**config.mk**
```make
export PLATFORM = sky130hd
export DESIGN_NAME = spi_req_rx
export DESIGN_NICKNAME = d
export VERILOG_FILES = /design/src/rtl/spi_req_pkg.sv /design/src/rtl/spi_req_sync.sv /design/src/rtl/spi_req_fsm.sv /design/src/rtl/spi_req_slot.sv /design/src/rtl/spi_req_rx.sv
export SDC_FILE = /design/constraint.sdc
export NUM_CORES = 1
export LEC_CHECK = 0
export BUFFER_PORTS_ARGS = -buffer_cell sky130_fd_sc_hd__buf_2
export CORE_MARGIN = 2
export CORE_UTILIZATION = 30
export CTS_CLUSTER_DIAMETER = 40
export DETAILED_ROUTE_END_ITERATION = 8
export MAX_ROUTING_LAYER = met4
export SETUP_SLACK_MARGIN = 0.1
export SLEW_MARGIN = 10
export SYNTH_ARGS = -nofsm -noshare
export SYNTH_HDL_FRONTEND = slang
export SYNTH_SLANG_ARGS = --single-unit
```
**constraint.sdc**
```tcl
create_clock -name clk -period 2.14 [get_ports clk]
set_input_delay 0.214 -clock clk [delete_from_list [all_inputs] [get_ports clk]]
set_output_delay 0.214 -clock clk [all_outputs]
set_load 0.05 [all_outputs]
```
**src/rtl/spi_req_pkg.sv**
```systemverilog
package spi_req_pkg;

    typedef enum logic [1:0] {
        RX_IDLE    = 2'd0,
        RX_SHIFT   = 2'd1,
        RX_DELIVER = 2'd2,
        RX_DRAIN   = 2'd3
    } rx_state_t;

    function automatic int frame_bits(input int hdr_w, input int addr_w);
        return hdr_w + 3 * addr_w;
    endfunction

endpackage

```
**src/rtl/spi_req_sync.sv**
```systemverilog
module spi_req_sync #(
    parameter int               WIDTH   = 3,
    parameter int               STAGES  = 2,
    parameter logic [WIDTH-1:0] RST_VAL = '0
) (
    input  logic             clk,
    input  logic             rst_n,
    input  logic [WIDTH-1:0] d,
    output logic [WIDTH-1:0] q
);

    for (genvar g = 0; g < STAGES; g++) begin : g_stage
        logic [WIDTH-1:0] r;
        if (g == 0) begin : g_first
            always_ff @(posedge clk or negedge rst_n) begin
                if (!rst_n) r <= RST_VAL;
                else        r <= d;
            end
        end else begin : g_next
            always_ff @(posedge clk or negedge rst_n) begin
                if (!rst_n) r <= RST_VAL;
                else        r <= g_stage[g-1].r;
            end
        end
    end

    assign q = g_stage[STAGES-1].r;

endmodule

```
**src/rtl/spi_req_fsm.sv**
```systemverilog
module spi_req_fsm
    import spi_req_pkg::*;
#(
    parameter int ADDR_W = 24,
    parameter int HDR_W  = 3
) (
    input  logic                 clk,
    input  logic                 rst_n,
    input  logic                 sclk_s,
    input  logic                 sdi_s,
    input  logic                 csn_s,
    output logic                 frame_done,
    output logic                 deliver,
    output logic [HDR_W-2+3*ADDR_W:0] frame_body
);

    localparam int FRAME_W = frame_bits(HDR_W, ADDR_W);
    localparam int CNT_W   = $clog2(FRAME_W + 1);
    localparam logic [CNT_W-1:0] LAST_BIT = CNT_W'(FRAME_W - 1);

    rx_state_t          st, st_nxt;
    logic [CNT_W-1:0]   bit_cnt;
    logic [FRAME_W-1:0] shreg;
    logic               sclk_d;
    logic               sclk_rise;

    assign sclk_rise = sclk_s & ~sclk_d;

    // state register
    always_ff @(posedge clk or negedge rst_n) begin
        if (!rst_n) st <= RX_IDLE;
        else        st <= st_nxt;
    end

    // transitions
    always_comb begin
        st_nxt = st;
        unique case (st)
            RX_IDLE:    if (!csn_s) st_nxt = RX_SHIFT;
            RX_SHIFT: begin
                if (csn_s)
                    st_nxt = RX_IDLE;
                else if (sclk_rise && bit_cnt == LAST_BIT)
                    st_nxt = RX_DELIVER;
            end
            RX_DELIVER: st_nxt = RX_DRAIN;
            RX_DRAIN:   if (csn_s) st_nxt = RX_IDLE;
        endcase
    end

    // bit collection
    always_ff @(posedge clk or negedge rst_n) begin
        if (!rst_n) begin
            bit_cnt <= '0;
            shreg   <= '0;
            sclk_d  <= 1'b0;
        end else begin
            sclk_d <= sclk_s;
            if (st == RX_IDLE || (st == RX_SHIFT && csn_s)) begin
                bit_cnt <= '0;
            end else if (st == RX_SHIFT && sclk_rise) begin
                shreg   <= {shreg[FRAME_W-2:0], sdi_s};
                bit_cnt <= bit_cnt + 1'b1;
            end
        end
    end

    // outputs
    always_comb begin
        frame_done = 1'b0;
        deliver    = 1'b0;
        unique case (st)
            RX_DELIVER: begin
                frame_done = 1'b1;
                deliver    = shreg[FRAME_W-1];
            end
            RX_IDLE, RX_SHIFT, RX_DRAIN: ;
        endcase
    end

    assign frame_body = shreg[FRAME_W-2:0];

endmodule

```
**src/rtl/spi_req_slot.sv**
```systemverilog
module spi_req_slot #(
    parameter int W = 74
) (
    input  logic         clk,
    input  logic         rst_n,
    input  logic         load,
    input  logic [W-1:0] word_in,
    input  logic         ready,
    output logic         valid,
    output logic [W-1:0] word,
    output logic         ovf
);

    logic room;

    assign room = !valid || ready;

    always_ff @(posedge clk or negedge rst_n) begin
        if (!rst_n) begin
            valid <= 1'b0;
            word  <= '0;
            ovf   <= 1'b0;
        end else begin
            ovf <= 1'b0;
            if (load && room) begin
                valid <= 1'b1;
                word  <= word_in;
            end else if (load) begin
                ovf <= 1'b1;
            end else if (valid && ready) begin
                valid <= 1'b0;
            end
        end
    end

endmodule

```
**src/rtl/spi_req_rx.sv**
```systemverilog
module spi_req_rx #(
    parameter int ADDR_W      = 24,
    parameter int SYNC_STAGES = 2
) (
    input  logic                  clk,
    input  logic                  rst_n,
    input  logic                  spi_sclk,
    input  logic                  spi_sdi,
    input  logic                  spi_csn,
    input  logic                  req_ready,
    output logic                  req_valid,
    output logic [2+3*ADDR_W-1:0] req_word,
    output logic                  req_ovf
);

    localparam int HDR_W = 3;
    localparam int REQ_W = HDR_W - 1 + 3 * ADDR_W;

    logic [2:0]       sync_q;
    logic             sclk_s, sdi_s, csn_s;
    logic             frame_done, deliver;
    logic [REQ_W-1:0] frame_body;

    spi_req_sync #(
        .WIDTH  (3),
        .STAGES (SYNC_STAGES),
        .RST_VAL(3'b100)
    ) u_sync (
        .clk  (clk),
        .rst_n(rst_n),
        .d    ({spi_csn, spi_sdi, spi_sclk}),
        .q    (sync_q)
    );

    assign {csn_s, sdi_s, sclk_s} = sync_q;

    spi_req_fsm #(
        .ADDR_W(ADDR_W),
        .HDR_W (HDR_W)
    ) u_fsm (
        .clk       (clk),
        .rst_n     (rst_n),
        .sclk_s    (sclk_s),
        .sdi_s     (sdi_s),
        .csn_s     (csn_s),
        .frame_done(frame_done),
        .deliver   (deliver),
        .frame_body(frame_body)
    );

    spi_req_slot #(
        .W(REQ_W)
    ) u_slot (
        .clk    (clk),
        .rst_n  (rst_n),
        .load   (deliver),
        .word_in(frame_body),
        .ready  (req_ready),
        .valid  (req_valid),
        .word   (req_word),
        .ovf    (req_ovf)
    );

endmodule

```
==> results of run 1 <==
## power by group through the flow
stage | Clock [µW] | Combinational (µW) | Sequential [µW]
after CTS | 3000 | 176 | 3240
after detailed placement | 0 | 170 | 3300
final | 2900 | 169 | 3240
after global placement | 0 | 162 | 3300
after global routing | 3150 | 192 | 3250
after floorplan | 0 | 79.5 | 3280
## cell usage after synthesis (all sizes together)
master,instances
a21oi,6
nand4bb,1
nor4b,1
nor2,3
nand2b,2
o31a,1
nand2,2
or3,1
mux2,149
nor2b,2
dfstp,2
dfrtp,165
inv,6
or4,2
nand3,7
ha,2
o21ai,2
buf,17
a31oi,1
o31ai,2
a21o,1
nor4bb,1
o32ai,1
nand3b,2
and4,1
o22ai,2
## tightest hold or removal path, delay by kind of cell
| family | cells | cell delay (ps) |
|---|---|---|
| simple gates | 2 | 210 |
| buf+inv | 1 | 70 |
## cells by family (layout without fill, tap and decap cells)
| group | after synthesis | in the layout | synth area share |
|---|---|---|---|
| AO/OA/AOI/OAI | 16 | 16 | 0.0152 |
| adder cells (fa/ha/maj) | 2 | 2 | 0.00384 |
| buffers and inverters | 23 | 132 | 0.0282 |
| flip-flops | 167 | 167 | 0.642 |
| multiplexers | 149 | 149 | 0.286 |
| AND/OR/NAND/NOR | 25 | 25 | 0.0248 |
## layout make-up
type	count	area (µm²)
Fill cell	2020	13300
Sequential cell	167	4180
Multi-Input combinational cell	192	2160
Timing Repair Buffer	94	607
Clock buffer	19	433
Tap cell	275	344
Clock inverter	13	123
Inverter	6	22.5
## worst max-delay path by stage
| stage | cells past startpoint | start | endpoint |
|---|---|---|---|
| after floorplan | 5 | u_slot.valid$_DFFE_PN0P_ | u_slot.word[0]$_DFFE_PN0P_ |
| after global placement | 4 | u_fsm.st[0]$_DFFE_PN0P_ | u_slot.word[34]$_DFFE_PN0P_ |
| after detailed placement | 4 | flop | u_fsm.shreg[74]$_DFFE_PN0P_ |
| final | 4 | flop | u_fsm.shreg[74]$_DFFE_PN0P_ |
| after CTS | 4 | flop | u_fsm.shreg[74]$_DFFE_PN0P_ |
| after global routing | 4 | flop | u_fsm.shreg[74]$_DFFE_PN0P_ |
## per-layer routing
layer  global-route usage  vias up  routed length (µm)
li1                     -     1555                   -
met1                0.143     1738                5200
met2                0.155       74                5090
met3               0.0355       12                 569
met4               0.0341        0                 125
met5                    -        -                   0
## flip-flops by register name (all words and copies together), names as in the netlist, named ones only
name,count
u_slot.word,74
u_sync.q,3
u_slot.valid,1
u_fsm.st,1
u_sync.g_stage.r,3
u_slot.ovf,1
u_fsm.bit_cnt,7
u_fsm.sclk_d,1
u_fsm.shreg,75
## metrics by stage
step | util | hold slack, ps
after global placement | 0.344 | 258
final | 0.372 | 129
after global routing | 0.372 | 136
after detailed placement | 0.344 | 262
after floorplan | - | -81.6
after CTS | 0.372 | 109
==> metrics.md, run 1 <==
| Metric | Value |
|---|---|
| Outcome | complete, no violations |
| Total track usage | 0.107 |
| CTS Buf Count | 17 |
| Total power | 6300 µW |
| Final WL | 11.0 mm |
| Worst Tran Pin Value | 649 ps |
| Clock buffer depth | 2 |
| GPL Wtd Cong | 0.665 |
| Core ar. | 0.0212 mm² |
| Register area share after synthesis | 0.642 |
| Post-synth top area cell | dfrtp_1 |
| Vias | 3379 |
| Worst slack, placed | 401 ps |
| Gate count of the mapped netlist | 382 |
| Worst path slowest cell | dfrtp_1 |
| Max FO, Critical Path | 42 |
| Setup Buffers After CTS | 0 |
| Rows | 53 |
| Clk_lat worst skew | 410 ps |
| Power per Cell Area | 801 mW/mm² |
| Final antenna-violating net count | 0 |
| Cell Area, Synth | 0.00652 mm² |
| Setup TNS | 0 ps |
| Final worst slack | 370 ps |
| CTS resizes | 0 |
| Sw Pwr | 1410 µW |
| Synth-to-layout area growth | 20.8% |
| Critical setup path kind | flop to flop |
| PortBufs | 81 |
| # diodes | 0 |
| Post-DP HPWL | 7.29 mm |
| Final Cell Area | 0.00787 mm² |
| Critical path cell sequence | nand4bb_1 -> nor2_4 -> buf_12 -> mux2_2 |
| Vias/cell | 4.41 |
| Top cells by area, synth | dfrtp_1 (63%), mux2_2 (17%), mux2_4 (12%), buf_8 (1.2%), buf_4 (0.92%) |
| Post-Syn Nets | 390 |
| Hold Path Class | input port to flop |
| R2R Setup Slk | 370 ps |
| Share of the synthesized area in the top cell type | 0.634 |
| Hold Path Sink | u_slot.ovf$_DFF_PN0_ |
| Clock root buffer | clkbuf_16 |
| Final net count | 486 |
| Fmax | 565 MHz |
| Final hold violation count | 0 |
| Switching share of total power | 0.224 |
| Global-route wire length before repair | 18.7 mm |
| Combinational Power Share | 0.027 |
| Syn Area/Cell | 17.1 µm² |
| Critical Path AT | 2060 ps |
| Placed Instances | 730 |
| Peak supply drop | 0.475 mV |
| Clk slew on worst S/H paths | 60 ps |
| Hold_sp | req_ready |
| Worst Path Required | 2430 ps |
| Min cycle time layout | 1770 ps |
| Drt first pass iters | 4 |
| Initial antenna violation count | 0 |
| Hold_buf cts | 4 |
| Commonest non-fill, non-tap cells in the layout | dfrtp_1 (165), mux2_2 (99), buf_2 (80) |
| Violation count after the first detailed-route iteration | 102 |
| Clock network fraction of total power | 0.459 |
| Register share of total power | 0.514 |
| Placed Area | 0.00727 mm² |
| RSZ-0062 raised after global routing | no |
| Die Height | 151 µm |
| Die area | 0.0229 mm² |
| Max_cap viols | 0 |
| CP bufs+invs | 1 |
| Crit-path leading delay family | simple AND/OR/NAND/NOR gates |
| Commonest non-fill, non-tap cell in the layout | dfrtp_1 |
| Initial Util | 0.308 |
| Worst reg2reg endpoint | u_fsm.shreg[74]$_DFFE_PN0P_ |
| Synthesized flop and latch total | 167 |
| Leak | 0.00403 µW |
| Skew final | 10.8 ps |
| Hold depth | 3 |
| Number of cells in the finished layout apart from fillers | 766 |
| I/O pin cnt | 82 |
| Mean routed wirelength per cell | 14.3 µm |
| CP Launch Type | flop |
| H-tree depth | 4 |
| Clk sinks | 167 |
| Die Wd | 151 µm |
| Synth warnings | 0 |
| Largest net degree at the start of global routing | 70 |
| Vias in the first global route | 3604 |
| Worst R2R Path Depth | 4 |
| Slew HR | 0.567 |
| Largest stage delay on the critical path | 450 ps |
| GRT overflow | 0 |
| Internal power | 4890 µW |
| Period utilization | 0.827 |
| Worst Setup End Kind | flop |
| Synth cell types | 31 |
| Share of cells above drive strength 1 | 0.556 |
| TritonCTS clock tree | done |
| Slew Limit Fails | 0 |
| Final Setup Violations | 0 |
| DRC Markers | 0 |
Power figures use the tool's default switching activity.
==> run 2, diff against run 1 <==
Settings changed: ABC_AREA set to 1.
Clock period 2.14 ns to 1.64 ns, I/O delays scaled along.
==> run 2 against run 1 <==
Net effect: critical path depth up 1; total power up 32%; clock power up 35%; final cell count up 34%; non-clock buffer count up 10; sequential share of layout area up 0.076 points; critical path type unchanged.
==> metrics.md, run 2 <==
| Metric | Value |
|---|---|
| Skew final | 11.0 ps |
| Die Height | 151 µm |
| Worst Tran Pin Value | 457 ps |
| TritonCTS clock tree | done |
| Rows | 53 |
| Post-DP HPWL | 8.42 mm |
| Final hold violation count | 0 |
| DRC Markers | 0 |
| Period utilization | 0.840 |
| FILL cells | 2123 |
| Clk_lat worst skew | 430 ps |
| Share of the synthesized area in the top cell type | 0.639 |
| Top FF cell, synth | dfrtp_1 |
| Max_cap viols | 0 |
| Final net count | 745 |
| Critical Path AT | 1720 ps |
| Hold depth | 4 |
| Post-synth top area cell | dfrtp_1 |
| Global-route wire length before repair | 21.1 mm |
| Worst Setup End Kind | flop |
| Post-Syn Nets | 655 |
| I/O pin cnt | 82 |
| GPL Wtd Cong | 0.723 |
| Clock buffer depth | 2 |
| CP Launch Type | flop |
| Initial Util | 0.307 |
| Final WL | 12.7 mm |
| Synth warnings | 0 |
| Fmax | 726 MHz |
| Initial antenna violation count | 0 |
| Clock root buffer | clkbuf_16 |
| Max FO, Critical Path | 40 |
| PortBufs | 81 |
| Min cycle time layout | 1380 ps |
| Synth-to-layout area growth | 21.6% |
| Worst path slowest cell | dfstp_2 |
| Synth cell types | 23 |
| Final antenna-violating net count | 0 |
| Register area share after synthesis | 0.647 |
| Biggest register | u_fsm.shreg |
| Vias in the first global route | 4236 |
| Clk slew on worst S/H paths | 70 ps |
| Drt first pass iters | 4 |
| Violation count after the first detailed-route iteration | 239 |
| Mean routed wirelength per cell | 12.4 µm |
| Clk sinks | 167 |
| Vias | 4332 |
| Final Setup Violations | 0 |
| Commonest non-fill, non-tap cell in the layout | nand2_1 |
| Final worst slack | 263 ps |
| Most frequent cells after synthesis | nand2_1 (178), dfrtp_1 (165), o21ai_1 (95) |
| Worst Path Required | 1990 ps |
| Share of flip-flops with an asynchronous set or reset | 1.00 |
| Critical path cell sequence | inv_1 -> nand2_8 -> buf_12 -> nand2_1 -> o21ai_1 |
| GRT overflow | 0 |
| # diodes | 0 |
| Slew Limit Fails | 0 |
| Largest regs | u_fsm.shreg (75), u_slot.word (74), u_fsm.bit_cnt (7) |
| Hold Path Class | input port to flop |
| Synthesized flop and latch total | 167 |
| Largest stage delay on the critical path | 550 ps |
| Worst slack, placed | 200 ps |
| Largest net degree at the start of global routing | 61 |
| Syn Area/Cell | 9.99 µm² |
| Cell Area, Synth | 0.00646 mm² |
| Share of cells above drive strength 1 | 0.220 |
| RSZ-0062 raised after global routing | no |
| Die Wd | 151 µm |
| Number of cells in the finished layout apart from fillers | 1025 |
| Placed Instances | 987 |
| Slew HR | 0.695 |
| Vias/cell | 4.23 |
| Core ar. | 0.0211 mm² |
| Die area | 0.0227 mm² |
| Leak | 0.00367 µW |
| Power per Cell Area | 1060 mW/mm² |
| Peak supply drop | 0.611 mV |
| Top cells by area, synth | dfrtp_1 (64%), nand2_1 (10%), o21ai_1 (7.4%), inv_1 (4.8%), o21ai_2 (3.5%) |
| EDFF count, synth | 0 |
| H-tree depth | 4 |
| Outcome | complete, no violations |
| Commonest non-fill, non-tap cells in the layout | nand2_1 (178), dfrtp_1 (165), o21ai_1 (95) |
| Setup TNS | 0 ps |
| Critical setup path kind | flop to flop |
| Gate count of the mapped netlist | 647 |
| Number of flip-flops in the largest register | 75 |
| CTS Buf Count | 17 |
| Worst R2R Path Depth | 5 |
| Most numerous cell in the Yosys netlist | nand2_1 |
| Total track usage | 0.122 |
run 2: changes by cell type after synthesis, moves of 26 or more:
cell / change
mux2_4: -50
mux2_2: -99
inv_1: +77
o21ai_1: +95
o21ai_2: +26
nand2_1: +176
o21ai_0: +30
run 2: worst paths after layout:
kind / slack [ps] / endpoint / start
min in group asynchronous: 220 / u_slot.word[57]$_DFFE_PN0P_ / rst_n
max in group asynchronous: 760 / u_sync.q[2]$_DFF_PN1_ / rst_n
worst min-delay path: 50 / u_slot.valid$_DFFE_PN0P_ / req_ready
worst min register to register: 350 / u_sync.q[1]$_DFF_PN0_ / u_sync.g_stage[0].r[1]$_DFF_PN0_
worst max-delay path: 260 / u_fsm.shreg[51]$_DFFE_PN0P_ / u_sync.q[2]$_DFF_PN1_
worst max register to register: 260 / u_fsm.shreg[51]$_DFFE_PN0P_ / u_sync.q[2]$_DFF_PN1_
run 2: cells by family after synthesis:
| group | after synthesis | synth area share |
|---|---|---|
| AOI/OAI and AO/OA | 156 | 0.137 |
| xor gates and xnor gates | 1 | 0.00136 |
| buffers and inverters | 118 | 0.0865 |
| adders and majority gates | 2 | 0.00387 |
| and+or+nand+nor | 203 | 0.125 |
| DFF | 167 | 0.647 |
run 2: metrics by stage:
step                      hold WS [ps]  utilization  power, µW  instance area, µm²
after detailed placement           124        0.342       4500                7220
after CTS                         24.2        0.372       8480                7840
after floorplan                   -132            -       4360                6460
after global placement             119        0.342       4500                7220
after global routing              66.3        0.373       8700                7860
final                             48.2        0.373       8350                7860
run 2: metal layers:
layer  vias to the layer above  wire length [µm]  global-route usage
met4                         0               173              0.0388
met5                         -                 0                   -
met1                      2017              6480               0.170
li1                       2230                 -                   -
met3                        14               526              0.0377
met2                        71              5540               0.170
run 2: where the power goes:
part	switching [µW]	internal (µW)
Clock	1750	2170
Combinational	175	69.9
Sequential	21.7	4160
Total	1950	6400
run 2: critical path, delay by kind of cell, from the launching register on:
kind / cells / cell delay, ps
buffers and inverters: 2 / 380
AO/OA/AOI/OAI: 1 / 80
flip-flops: 1 / 550
AND/OR/NAND/NOR: 2 / 270
run 2: timing repair:
action                     in CTS  in global routing
buffers inserted                0                  1
resized for setup               0                  0
hold buffers                    4                  0
setup endpoints to repair       0                 54
hold endpoints to repair       40                  0
run 2: layout make-up:
class	count	area, µm²	share of cell area
Timing Repair Buffer	104	694	0.0884
Tap cell	275	344	0.0438
Clock buffer	18	439	0.0559
Multi-Input combinational cell	363	1740	0.222
Sequential cell	167	4180	0.532
Clock inverter	14	140	0.0178
Inverter	84	315	0.0401
==> run 3, diff against run 2 <==
Clock period 1.64 ns to 1.13 ns, I/O delays scaled along.
==> run 3 against run 2 <==
Net effect: the run now ends with setup timing left; worst setup slack lost 480 ps; register-to-register slack lost 480 ps; final cell count grew 9.8%; via count grew 16%; utilization grew 13 points; critical endpoint is now u_slot.word[71]$_DFFE_PN0P_; largest power group unchanged.
==> metrics.md, run 3 (synthesis results as in run 2) <==
| Metric | Value |
|---|---|
| Hold_sp | req_ready |
| Clk sinks | 167 |
| Number of flip-flops in the largest register | 75 |
| Commonest non-fill, non-tap cell in the layout | dfrtp_1 |
| Worst reg2reg endpoint | u_slot.word[71]$_DFFE_PN0P_ |
| Register share of total power | 0.480 |
| Final Setup Violations | 165 |
| Hold Path Sink | u_slot.ovf$_DFF_PN0_ |
| Combinational Power Share | 0.041 |
| Power per Cell Area | 1210 mW/mm² |
| Max_cap viols | 0 |
| Initial Util | 0.307 |
| Placed Instances | 1001 |
| Final WL | 17.0 mm |
| Largest net degree at the start of global routing | 48 |
| Peak supply drop | 1.02 mV |
| Biggest register | u_fsm.shreg |
| Initial antenna violation count | 0 |
| Outcome | complete, but fails checks |
| Vias in the first global route | 4508 |
| Switching share of total power | 0.228 |
| Internal power | 9770 µW |
| M3 GR Usage | 0.0383 |
| Worst Path Required | 1430 ps |
| Synth-to-layout area growth | 62.4% |
| Busiest layer in global routing | met2 |
| Leak | 0.00471 µW |
| Vias/cell | 4.45 |
| TritonCTS clock tree | done |
| Period utilization | 1.19 |
| Skew final | 13.0 ps |
| Share of cells above drive strength 1 | 0.536 |
| Hold depth | 5 |
| H-tree depth | 4 |
| Violation count after the first detailed-route iteration | 155 |
| CP Launch Type | flop |
| Clock network fraction of total power | 0.479 |
| Die Wd | 151 µm |
| Final worst slack | -217 ps |
| Final net count | 845 |
| Commonest non-fill, non-tap cells in the layout | dfrtp_1 (162), buf_6 (96), o21ai_2 (84) |
| # diodes | 0 |
| Mean routed wirelength per cell | 15.1 µm |
| Met2 Track Usage GR | 0.183 |
| GRT overflow | 0 |
| Failing checks | setup timing |
| Worst path slowest cell | dfrtp_2 |
| Die Height | 151 µm |
| Core ar. | 0.0211 mm² |
| Final antenna-violating net count | 0 |
| Vias | 5004 |
| Final Cell Area | 0.0105 mm² |
| Worst r2r src | u_slot.valid$_DFFE_PN0P_ |
| Die area | 0.0227 mm² |
| Setup TNS | -26390 ps |
| Routing usage on met1 | 0.169 |
| Critical path cell sequence | nand2_4 -> nand4_1 -> buf_6 -> buf_12 -> clkbuf_16 -> nand2_2 -> o21ai_1 |
| Number of cells in the finished layout apart from fillers | 1125 |
| CP bufs+invs | 3 |
| GPL Wtd Cong | 0.743 |
| Clock root buffer | clkbuf_16 |
| Slew HR | 0.810 |
| Slew Limit Fails | 0 |
| Placed Area | 0.00745 mm² |
| Fmax | 742 MHz |
| Largest stage delay on the critical path | 440 ps |
| Worst R2R Path Depth | 7 |
| RSZ-0062 raised after global routing | yes |
| Rows | 53 |
| Final hold violation count | 0 |
| R2R Setup Slk | -220 ps |
| Global-route wire length before repair | 22.1 mm |
| Total track usage | 0.126 |
| Critical Path AT | 1650 ps |
| DRC Markers | 0 |
| Sw Pwr | 2890 µW |
| Clock buffer depth | 2 |
| Crit path depth | 7 |
| Min cycle time layout | 1350 ps |
| Worst Setup End Kind | flop |
| Post-DP HPWL | 8.42 mm |
| Critical setup path kind | flop to flop |
| CTS Buf Count | 17 |
| Max FO, Critical Path | 7 |
| Largest regs | u_fsm.shreg (75), u_slot.word (74), u_fsm.bit_cnt (7) |
| Hold Path Class | input port to flop |
| I/O pin cnt | 82 |
| Drt first pass iters | 4 |
| Clk_lat worst skew | 420 ps |
| Crit-path leading delay family | buffers and inverters |
| Worst Tran Pin Value | 285 ps |
| PortBufs | 81 |
| Clk slew on worst S/H paths | 70 ps |
==> run 3: cell count changes in the layout (fill, tap and decap cells not counted), moves of 19 or more <==
cell,change
buf_4,+47
clkbuf_16,+19
nand2_4,+41
o21ai_0,-32
buf_6,+95
nand2_1,-116
o21ai_1,-26
nand2_2,+75
buf_2,-76
o21ai_2,+58
==> run 3: worst max path at each step <==
stage | from | end | slack (ps)
global route | u_slot.valid$_DFFE_PN0P_ | u_slot.word[22]$_DFFE_PN0P_ | -270
detailed placement | u_fsm.st[0]$_DFFE_PN0P_ | u_slot.word[40]$_DFFE_PN0P_ | -170
global placement | u_slot.valid$_DFFE_PN0P_ | u_slot.word[43]$_DFFE_PN0P_ | -140
CTS | u_fsm.st[0]$_DFFE_PN0P_ | u_slot.word[41]$_DFFE_PN0P_ | -170
finish | u_slot.valid$_DFFE_PN0P_ | u_slot.word[71]$_DFFE_PN0P_ | -220
floorplan | u_slot.valid$_DFFE_PN0P_ | u_slot.word[49]$_DFFE_PN0P_ | -220
==> run 3: power by group through the flow <==
stage / Sequential, µW / Clock [µW] / Combinational [µW]
finish: 6080 / 6060 / 523
global route: 6080 / 6480 / 582
CTS: 6070 / 6220 / 418
detailed placement: 6180 / 0 / 387
global placement: 6180 / 0 / 386
floorplan: 6180 / 0 / 170
==> run 3: repair_timing <==
item	in CTS	in global routing
pin swaps	9	14
hold endpoints to repair	168	0
hold buffers	4	0
gates resized for setup	166	241
setup endpoints to repair	235	236
gates cloned	0	32
buffers inserted	20	36
==> run 3: worst register-to-register path: stages, from the launching register on <==
cell and delay [ps]:
dfrtp_2 440, nand2_4 90, nand4_1 110, buf_6 170, buf_12 150, clkbuf_16 170, nand2_2 60, o21ai_1 50
==> run 3: layout make-up <==
class / instances / area (µm²)
clock buffers: 17 / 425
clock inverters: 15 / 188
fillers: 1851 / 10600
inverters: 84 / 323
multi-input cells: 365 / 2570
flip-flops and latches: 167 / 4190
well taps: 275 / 344
repair buffers: 202 / 2470
==> run 3: stage by stage <==
step,hold slack (ps),setup WS [ps],total power [µW],utilization
3_5_place_dp,3.62,-172,6570,0.353
5_1_grt,83.6,-270,13100,0.498
4_1_cts,51.3,-169,12700,0.416
2_1_floorplan,-183,-217,6350,-
6_report,75.3,-217,12700,0.498
3_3_place_gp,3.70,-143,6570,0.353
==> run 3: layer usage <==
| layer | part of all wire | vias up |
|---|---|---|
| li1 | - | 2444 |
| met1 | 0.46 | 2457 |
| met2 | 0.49 | 86 |
| met3 | 0.037 | 17 |
| met4 | 0.014 | 0 |
| met5 | 0 | - |
